$ cat src/rtl/ttm_pkg.sv
package ttm_pkg;

    localparam int WORD_W   = 32;
    localparam int BYTE_W   = 8;

    // field positions inside a control word
    localparam int BASE_LSB = 24;
    localparam int MASK_LSB = 16;
    localparam int EN_BIT   = 15;
    localparam int PRIV_LSB = 13;
    localparam int UPA_LSB  = 8;
    localparam int CM_LSB   = 5;
    localparam int WP_BIT   = 2;

    // bits that survive a write; the rest read as zero
    localparam logic [WORD_W-1:0] KEEP_MASK = 32'hFFFF_E364;

    typedef struct packed {
        logic [BYTE_W-1:0] base;
        logic [BYTE_W-1:0] dcare;
        logic              en;
        logic [1:0]        priv;
        logic [1:0]        upa;
        logic [1:0]        cmode;
        logic              wp;
    } ttm_entry_t;

    function automatic ttm_entry_t ttm_decode(input logic [WORD_W-1:0] w);
        ttm_entry_t e;
        e.base  = w[BASE_LSB +: BYTE_W];
        e.dcare = w[MASK_LSB +: BYTE_W];
        e.en    = w[EN_BIT];
        e.priv  = w[PRIV_LSB +: 2];
        e.upa   = w[UPA_LSB +: 2];
        e.cmode = w[CM_LSB +: 2];
        e.wp    = w[WP_BIT];
        return e;
    endfunction

endpackage

$ cat src/rtl/ttm_regfile.sv
module ttm_regfile
    import ttm_pkg::*;
#(
    parameter int N_WIN = 2,
    localparam int SEL_W = (N_WIN > 1) ? $clog2(N_WIN) : 1
) (
    input  logic                        clk,
    input  logic                        rst_n,
    input  logic                        wr_en,
    input  logic [SEL_W-1:0]            sel,
    input  logic [WORD_W-1:0]           wdata,
    output logic [WORD_W-1:0]           rdata,
    output logic [N_WIN-1:0][WORD_W-1:0] words
);

    logic [N_WIN-1:0][WORD_W-1:0] word_q;

    for (genvar i = 0; i < N_WIN; i++) begin : g_word
        always_ff @(posedge clk) begin
            if (!rst_n) begin
                word_q[i] <= '0;
            end else if (wr_en && (sel == SEL_W'(i))) begin
                word_q[i] <= wdata & KEEP_MASK;
            end
        end
    end

    always_comb begin
        rdata = '0;
        for (int i = 0; i < N_WIN; i++) begin
            if (sel == SEL_W'(i)) rdata = word_q[i];
        end
    end

    assign words = word_q;

endmodule

$ cat src/rtl/ttm_match.sv
module ttm_match
    import ttm_pkg::*;
(
    input  ttm_entry_t        ent,
    input  logic [BYTE_W-1:0] addr_hi,
    input  logic              super_i,
    output logic              match
);

    logic addr_ok;
    logic priv_ok;

    always_comb begin
        addr_ok = (((addr_hi ^ ent.base) & ~ent.dcare) == '0);
        priv_ok = ent.priv[1] | (ent.priv[0] == super_i);
        match   = ent.en & addr_ok & priv_ok;
    end

endmodule

$ cat src/rtl/ttm_resolve.sv
module ttm_resolve
    import ttm_pkg::*;
#(
    parameter int N_WIN = 2
) (
    input  logic [N_WIN-1:0]       match,
    input  ttm_entry_t [N_WIN-1:0] ents,
    input  logic                   is_write,
    output logic                   hit,
    output logic [1:0]             cache_mode,
    output logic                   wp_fault,
    output logic [1:0]             upa
);

    ttm_entry_t win;
    logic       any;
    logic       blocked;

    // lowest index wins: scan downwards so index 0 is applied last
    always_comb begin
        win = '0;
        any = 1'b0;
        for (int i = N_WIN - 1; i >= 0; i--) begin
            if (match[i]) begin
                win = ents[i];
                any = 1'b1;
            end
        end
        blocked    = any & is_write & win.wp;
        wp_fault   = blocked;
        hit        = any & ~blocked;
        cache_mode = hit ? win.cmode : 2'b00;
        upa        = hit ? win.upa   : 2'b00;
    end

endmodule

$ cat src/rtl/ttm_top.sv
module ttm_top
    import ttm_pkg::*;
#(
    parameter int N_WIN = 2,
    localparam int SEL_W = (N_WIN > 1) ? $clog2(N_WIN) : 1
) (
    input  logic              clk,
    input  logic              rst_n,
    input  logic              cfg_wr,
    input  logic [SEL_W-1:0]  cfg_sel,
    input  logic [31:0]       cfg_wdata,
    output logic [31:0]       cfg_rdata,
    input  logic [31:0]       acc_addr,
    input  logic              acc_super,
    input  logic              acc_write,
    output logic              hit,
    output logic [1:0]        cache_mode,
    output logic              wp_fault,
    output logic [1:0]        upa
);

    logic [N_WIN-1:0][WORD_W-1:0] words;
    ttm_entry_t [N_WIN-1:0]       ents;
    logic [N_WIN-1:0]             match;

    ttm_regfile #(.N_WIN(N_WIN)) u_regs (
        .clk   (clk),
        .rst_n (rst_n),
        .wr_en (cfg_wr),
        .sel   (cfg_sel),
        .wdata (cfg_wdata),
        .rdata (cfg_rdata),
        .words (words)
    );

    for (genvar i = 0; i < N_WIN; i++) begin : g_win
        assign ents[i] = ttm_decode(words[i]);
        ttm_match u_match (
            .ent     (ents[i]),
            .addr_hi (acc_addr[31 -: BYTE_W]),
            .super_i (acc_super),
            .match   (match[i])
        );
    end

    ttm_resolve #(.N_WIN(N_WIN)) u_res (
        .match      (match),
        .ents       (ents),
        .is_write   (acc_write),
        .hit        (hit),
        .cache_mode (cache_mode),
        .wp_fault   (wp_fault),
        .upa        (upa)
    );

endmodule

$ cat config.mk
export PLATFORM = sky130hd
export DESIGN_NAME = ttm_top
export DESIGN_NICKNAME = d
export VERILOG_FILES = /design/src/rtl/ttm_pkg.sv /design/src/rtl/ttm_regfile.sv /design/src/rtl/ttm_match.sv /design/src/rtl/ttm_resolve.sv /design/src/rtl/ttm_top.sv
export SDC_FILE = /design/constraint.sdc
export NUM_CORES = 1
export LEC_CHECK = 0
export CELL_PAD_IN_SITES_DETAIL_PLACEMENT = 1
export CELL_PAD_IN_SITES_GLOBAL_PLACEMENT = 2
export CORE_MARGIN = 2
export CORE_UTILIZATION = 37
export DETAILED_ROUTE_END_ITERATION = 8
export DONT_BUFFER_PORTS = 1
export GPL_ROUTABILITY_DRIVEN = 1
export HOLD_SLACK_MARGIN = 0.08
export MAX_ROUTING_LAYER = met4
export PLACE_DENSITY = 0.87
export SYNTH_ARGS = -nofsm -noshare
export SYNTH_HDL_FRONTEND = slang
export SYNTH_SLANG_ARGS = --single-unit
$ cat constraint.sdc
create_clock -name clk -period 2.42 [get_ports clk]
set_clock_uncertainty 0.05 [all_clocks]
set_input_delay 0.484 -clock clk [delete_from_list [all_inputs] [get_ports clk]]
set_output_delay 0.484 -clock clk [all_outputs]
set_load 0.05 [all_outputs]
==> out/results.txt, run 1 <==
For this run, the total global-route usage over all layers was measured as 19.5%. Across all layers, the routed design uses 1978 vias. The initial antenna violation count is 0.

The tools report the post-route non-filler standard cell count as 378. The antenna cell count came out at 0. The tool flagged a number of max-cap violations equal to 0. Synthesis produced 298 cells.

The length of the first detailed-routing pass in iterations is 4. The critical path startpoint category is a flop. The number of nets in the final layout is 368, and the initial DRC count is 124. The start point of the worst min-delay path is cfg_wdata[16]. The run gives 0 as the hold violation count in the final report. Commonest non-fill, non-tap cell in the layout: sky130_fd_sc_hd__nand2_1. In this run the number of H-tree levels came out at 2.

The longest clock path from root to sink contains 2 buffers. The library cells used most frequently in the layout, excluding fill and tap cells, are sky130_fd_sc_hd__nand2_1 (103), sky130_fd_sc_hd__a21boi_0 (44), sky130_fd_sc_hd__dfxtp_1 (36). STA puts the critical path data required time at 1.89 ns.

Path type of the worst min-delay path: in2reg. The sequential cells in the finished layout cover a total of 978 sq um. The analysis attributes to cell leakage a power of 1.03 nW.

For the count of antenna-violating nets left after detailed routing, the log shows 0. The floorplan die area was 7470 sq um. The run gives 0 as the warning count from the yosys run.

After synthesis the netlist holds a flip-flop and latch count of 48. After detailed placement, the design holds a cell count of 371. Cell type with the largest total area after synthesis: sky130_fd_sc_hd__dfxtp_1. The worst-path cell with the longest stage delay is sky130_fd_sc_hd__dfxtp_4. Final-layout fill cell count: 801.

Cells with a size suffix above 1 make up 25.8% of the layout. The count of input and output buffers works out to 0. The congestion estimate from routability-driven global placement came to 0.748.

The register with the most flip-flops in the layout has 48 of them. The sequential cell area fraction in the yosys report is 38.2%. In the routed design, unresolved DRC markers number 0. The run finished with clean final reports.

In this design, the stage delay of the slowest critical-path cell is 0.37 ns. The sink count of the clock tree is 48. The worst setup path startpoint is u_regs.words[31].

In this run the worst path has a maximum fanout of 6. The core region is 6680 sq um. The category of the critical setup timing path is reg2out. Timing analysis after detailed placement gives a worst setup slack of 0.124 ns. The number of ports placed on the die boundary was 108. The floorplan has 30 rows. The wire length of the first global-routing pass was 10900 um; the synthesized area divided by synthesized cell count was 8.44 sq um. Clock-pin slew was measured on the worst setup and hold paths at 0.09 ns. Summing every instance area after synthesis gives 2510 sq um. Setup slack closes at 0.00493 ns. The HPWL after detailed placement is 4860 um.

Setup repair after global routing could not meet its margin everywhere. In the routed layout, each cell is associated on average with a via count of 5.23. Clock latency on the worst-skew pair, taken at its later pin, is 0.29 ns. The type of destination of the critical path was an output port. The number of clock buffers added by TritonCTS is 5.

The time the final worst path needs with I/O delays and setup is 2.42 ns. By area the synthesized netlist is led by sky130_fd_sc_hd__dfxtp_1 (38%), sky130_fd_sc_hd__nand2_1 (15%), sky130_fd_sc_hd__a21boi_0 (13%). The netlist uses 23 different library cells.

The maximum clock frequency was 414 MHz. In this run the biggest area consumer among cell types represents 38.2% of the synthesized area. The floorplan step set the die width to 86.4 um.

TritonCTS built the clock tree. The critical path goes through xnor2_2, o22ai_2, nor2_2, o2111ai_4, mux2i_2, buf_6. The area growth from synthesis to layout is 13.3%. Data on the critical path arrives at its endpoint at 1.88 ns. For the number of buffers added for setup after CTS, the log shows 0. The die is 86.4 um tall.

Power spread over the standard cell area amounts to 589 nW/um^2. The final wirelength was 6920 um; the overflow left after global routing was 0. The setup violation total in the final timing report is 0. The buffer cell driving the clock tree root is sky130_fd_sc_hd__clkbuf_8. The multi-input combinational cells in the finished layout cover a total of 1540 sq um.

The logs give 0 for the max-slew violation total from the final report and 49 for the pin count of the biggest net entering global routing. The number of global-route vias before repair was 2073; the portion of the clock cycle consumed by the worst path in the final layout was 99.8%. The tools report the critical register-to-register path startpoint as u_regs.words[52]. The worst-case IR drop observed on VDD is 0.256 mV. For this configuration, the core starts out at a cell density of 37.6%. After detailed routing, the average wire length per cell comes to 18.3 um.
## path summary, 6_finish.rpt
kind | to | slack (ns) | cells past startpoint
setup / recovery | wp_fault | 0.005 | 6
hold / removal | u_regs.words[16] | 0.26 | 2
hold reg to reg | u_regs.words[54] | 0.43 | 2
setup reg to reg | u_regs.words[52] | 1.68 | 2
## cell families (layout without fill, tap and decap cells)
logic type | Yosys count | in the layout | synth area share [%]
other cells | 1 | 8 | 0.149
xor+xnor | 18 | 18 | 6.27
buf+inv | 27 | 20 | 5.77
simple gates | 116 | 116 | 18.7
mux | 30 | 30 | 13.3
flops | 48 | 48 | 38.2
compound gates | 58 | 58 | 17.6
## synth_stat cells (all sizes together)
master / count
a21boi: 48
and2: 1
and3: 1
buf: 17
clkbuf: 10
conb: 1
dfxtp: 48
mux2: 25
mux2i: 5
nand2: 103
nand2b: 1
nand4: 5
nor2: 3
nor2b: 1
nor3: 1
o2111ai: 1
o21ai: 1
o22ai: 8
xnor2: 18
## what timing repair did
action | CTS | global route
pin swaps | 4 | 11
hold buffers | 0 | 0
resized for setup | 8 | 19
endpoints found under the setup margin | 6 | 6
endpoints found under the hold margin | 0 | 0
## layer usage
layer  vias up  part of all wire [%]  track usage, %
li1        973                     -               -
met3         9                   5.6            4.86
met4         0                   1.9            5.97
met2        49                    48            30.0
met5         -                     0               -
met1       947                    45            25.3
## area by class of cell
cell class | instances | area share, %
Clock buffer | 7 | 3.38
Sequential cell | 48 | 34.4
Multi-Input combinational cell | 230 | 54.0
Tap cell | 80 | 3.51
Timing Repair Buffer | 13 | 4.70
## critical path, delay by kind of cell (launching register included)
family	cells	cell delay [ns]
DFF	1	0.37
AOI/OAI and AO/OA	2	0.37
muxes	1	0.29
buffers and inverters	1	0.20
and+or+nand+nor	1	0.18
xor gates and xnor gates	1	0.17
## stage by stage
stage	util [%]	instance area (sq um)	hold WS (ns)	setup TNS, ns	total power [mW]
after global routing	42.6	2850	0.251	-0.171	1.75
after global placement	39.5	2640	0.412	0	1.15
after floorplan	-	2560	0.400	0	1.13
after CTS	41.5	2770	0.253	0	1.69
final	42.6	2850	0.255	0	1.68
after detailed placement	39.5	2640	0.418	0	1.16
## power by group
part / total (mW) / internal [mW] / switching, mW / leakage (nW)
sequential: 0.860 / 0.827 / 0.0324 / 0.398
clock: 0.522 / 0.255 / 0.267 / 0.0503
combinational: 0.296 / 0.102 / 0.194 / 0.579
Note: power is estimated with default switching activity, not from simulation.
==> inputs of run 2 (changes only) <==
Settings changed: ABC_AREA set to 1, CORE_UTILIZATION 37 to 35, CTS_BUF_LIST set to sky130_fd_sc_hd__clkbuf_4 sky130_fd_sc_hd__clkbuf_8, PLACE_DENSITY 0.87 to 0.9.
==> run 2 against run 1 <==
Net effect:
- non-clock buffer count increased by 23
- final cell count increased by 32%
- flip-flop and latch count unchanged
- critical endpoint is now cache_mode[1]
- sequential power increased by 2%
- hold slack improved by 0.0036 ns
==> out/results.txt, run 2 <==
The arrival time reported for the critical path endpoint came out at 1.82 ns (-0.06 ns). For the placement-stage cell area, the log shows 2770 sq um (+4.8%). The count of antenna-violating nets left after detailed routing is 0 (unchanged), and the count of cells along the worst register-to-register path is 3 (+1). The tools report the floorplan die area as 7780 sq um (+4.1%). The slowest stage of the critical path belongs to the cell sky130_fd_sc_hd__dfxtp_2. The flip-flop count of the largest register after layout was 48 (unchanged); the required time of the worst setup path was 1.89 ns (about the same).

The die height was 88.2 um (+2.0%). Sorting the synthesized cells by area gives the leading types as sky130_fd_sc_hd__dfxtp_1 (39%), sky130_fd_sc_hd__o21ai_0 (15%), sky130_fd_sc_hd__nand2_1 (11%). The level count of the clock H-tree was 2 (unchanged); the final-layout fill cell count was 936 (+17%). The cell count of the worst hold path was 2 (unchanged).

The most used flip-flop cell after synthesis is sky130_fd_sc_hd__dfxtp_1. The worst hold path belongs to the class in2reg. The final standard cell area without fillers was 3040 sq um (+6.7%); the die span in x was 88.2 um (+2.0%). TritonCTS built the clock tree.

Critical register-to-register path startpoint: u_regs.words[13]. The startpoint identified for the worst hold timing path is rst_n. The sequential cell area fraction in the yosys report came out at 38.7% (+0.50 points). For the final wirelength, the log shows 7170 um (+3.7%). The worst setup path is captured at an output port. The overflow left after global routing is 0 (unchanged). The proportion of netlist area held by the largest area contributor is 38.7% (+0.50 points). In the layout the commonest cells are sky130_fd_sc_hd__nand2_1 (69), sky130_fd_sc_hd__o21ai_0 (49), sky130_fd_sc_hd__dfxtp_1 (41). STA classifies the critical path startpoint as a flop. Traced cell by cell, the critical path runs through inv_2, nand2_1, nand3_1, nand2_1, nor2_2, nand3_4, nor2_4, nor2_2, nand2_4, nand2_8, nor2_4, buf_12. The number of remaining DRC errors is 0 (unchanged). The worst hold path terminates at u_regs.words[27]. The worst stage delay on the critical path works out to 0.33 ns (-0.04 ns). The number of ports placed on the die boundary was 108 (unchanged). The worst slack after detailed placement is 0.223 ns (+0.0991 ns), and the number of buffers inserted for hold repair after clock tree synthesis is 0 (unchanged). The run finished with clean final reports. The run gives 6830 sq um (+2.2%) as the core area.

The antenna cell count came out at 0 (unchanged). The category of the critical setup timing path was reg2out. The time the final worst path needs with I/O delays and setup came out at 2.35 ns (-0.0619 ns). For the starting utilization of the core area, the log shows 36.3% (-1.3 points).

The number of different library cells in the post-synthesis netlist was 21 (-8.7%). The run gives 49 (unchanged) as the pin count of the biggest net entering global routing. The count of input and output buffers works out to 0 (unchanged). Multi-input combinational cell area: 1310 sq um (-15%).

Clock input transition at the sequential cells of the worst setup and hold paths: 0.09 ns (about the same). For the pin with the worst max-slew slack, the measured transition is 0.528 ns. The gate count of the mapped netlist is 379 (+27%), and the fraction of layout cells with a size suffix above 1 is 23.6% (-2.3 points). The synthesized area divided by synthesized cell count came out at 6.55 sq um (-22%). The worst register-to-register path ends at u_regs.words[13].

The summed instance area of the synthesized netlist is 2480 sq um (-1.3%). The run gives 0.0668 ns (+0.0619 ns) as the final worst-path setup slack. sky130_fd_sc_hd__nand2_1 is the most common cell in the netlist. The mean routed wirelength per cell was 14.4 um (-21%).

The cell type with the largest total area after synthesis was sky130_fd_sc_hd__dfxtp_1. Portion of the clock cycle consumed by the worst path in the final layout: 97.2% (-2.6 points). The slack of the worst reg-to-reg path was 1.70 ns (+0.02 ns).

The layout-stage area growth over the synthesis result is 22.5%. The run gives 48 (unchanged) as the sink count of the clock tree. The number of clock buffers inserted by TritonCTS was 5 (unchanged); the clock network latency to the later pin of the worst-skew pair was 0.30 ns (about the same). For the area used by sequential logic in the layout, the log shows 970 sq um (-0.90%).

The count of standard-cell rows came out at 30 (unchanged). The tools report the number of global-route vias before repair as 2407 (+16%). The share of synthesized registers carrying an async set or reset was 0% (unchanged); the static leakage power was 1.31 nW (+28%).

The buffer cell driving the clock tree root is sky130_fd_sc_hd__clkbuf_8. The maximum clock frequency is 425 MHz (+2.6%), and the buffer depth of the longest clock path is 2 (unchanged). For the warning count from the yosys run, the log shows 0 (unchanged). Leaving out fill and tap cells, the most frequent cell in the layout is sky130_fd_sc_hd__nand2_1. The global-route usage over all layers is 19.1% (-0.39 points), and the global placement routability congestion is 0.757 (+1.2%). The run gives 0 (unchanged) as the setup violation total in the final timing report. The post-detailed-route via-to-cell ratio was 4.82 (-7.9%); the count of max-cap constraint violations was 0 (unchanged). For the number of nets in the final layout, the log shows 472 (+28%). The logs give 0.259 ns (+0.00365 ns) for the worst hold slack across all endpoints and 4 (unchanged) for the length of the first detailed-routing pass in iterations.

Setup repair after global routing could not meet its margin everywhere. The run gives 4880 um (+0.36%) as the total half-perimeter wirelength after legalization and detailed placement. The tools report the worst voltage drop across the vdd grid as 0.255 mV (-0.43%). The number of flops mapped to enable cells by yosys is 0 (unchanged). The areal power density over the cells is 620 nW/um^2 (+5.2%). Ranked by instance count, the synthesized netlist is headed by sky130_fd_sc_hd__nand2_1 (73), sky130_fd_sc_hd__o21ai_0 (72), sky130_fd_sc_hd__dfxtp_1 (48). The post-synthesis sequential element count works out to 48 (unchanged). The run gives 0 (unchanged) as the initial antenna violation count.

The wire length of the first global-routing pass is 11200 um (+2.1%), and the hold violation count in the final report is 0 (unchanged). The logs give 64.7% for the worst max-slew margin expressed relative to the limit and 94 (-24%) for the initial DRC count. Total via count after detailed routing: 2405 (+22%).

The highest fanout seen on the critical path is 5 (-1), and the max-slew violation total from the final report is 0 (unchanged).
==> run 2: changes by cell type after synthesis, sizes merged, moves of 18 or more <==
| cell | change |
|---|---|
| o21ai | +78 |
| inv | +50 |
| a21boi | -48 |
| nor2 | +44 |
| a21oi | +33 |
| nand2 | -26 |
| mux2 | -25 |
| xnor2 | -18 |
==> run 2: cell families after synthesis <==
group,after synthesis,share of synthesized area [%]
compound gates,112,23.0
buf+inv,77,13.4
flops,48,38.7
other cells,1,0.151
simple gates,141,24.7
==> run 2: layer usage <==
layer / routed length (um) / part of all wire, % / vias up / global-route usage [%]
met5: 0 / 0 / - / -
met4: 46 / 0.64 / 0 / 4.96
met3: 335 / 4.7 / 4 / 3.58
met2: 3620 / 50 / 43 / 32.7
met1: 3170 / 44 / 1120 / 23.0
li1: - / - / 1238 / -
==> run 2: layout make-up <==
class | count | share of cell area, %
multi-input cells | 261 | 42.9
flip-flops and latches | 48 | 31.9
repair buffers | 36 | 11.4
inverters | 50 | 6.18
well taps | 96 | 3.95
clock buffers | 6 | 2.51
clock inverters | 2 | 1.15
==> run 2: worst max path at each step <==
stage	from	endpoint	slack [ns]	cells after the start
6_report	u_regs.words[27]	cache_mode[1]	0.07	12
5_1_grt	u_regs.words[25]	cache_mode[1]	-0.03	12
4_1_cts	u_regs.words[26]	cache_mode[1]	0.01	11
3_5_place_dp	acc_addr[26]	cache_mode[1]	0.22	11
3_3_place_gp	acc_addr[26]	upa[1]	0.27	11
2_1_floorplan	cfg_sel	cfg_rdata[22]	-0.02	3
==> run 2: through the flow <==
stage | power (mW) | setup TNS, ns | util, % | cells
final | 1.88 | 0 | 44.5 | 499
after global routing | 1.99 | -0.0484 | 44.5 | 499
after CTS | 1.89 | 0 | 42.1 | 494
after detailed placement | 1.29 | 0 | 40.5 | 486
after global placement | 1.27 | 0 | 40.5 | 486
after floorplan | 1.21 | -0.346 | - | 386
==> run 2: repair_timing <==
item	CTS	global route
resized for setup	0	36
setup endpoints to repair	0	6
buffers inserted	0	4
==> run 2: worst max-delay path: cells and delay by family (launching register included) <==
| family | cells | cell delay (ns) |
|---|---|---|
| simple gates | 10 | 0.99 |
| buf+inv | 2 | 0.20 |
| flops | 1 | 0.33 |
==> run 2: where the power goes <==
group / internal [mW] / switching, mW
sequential: 0.844 / 0.0314
clock: 0.318 / 0.274
combinational: 0.122 / 0.294
total: 1.28 / 0.599
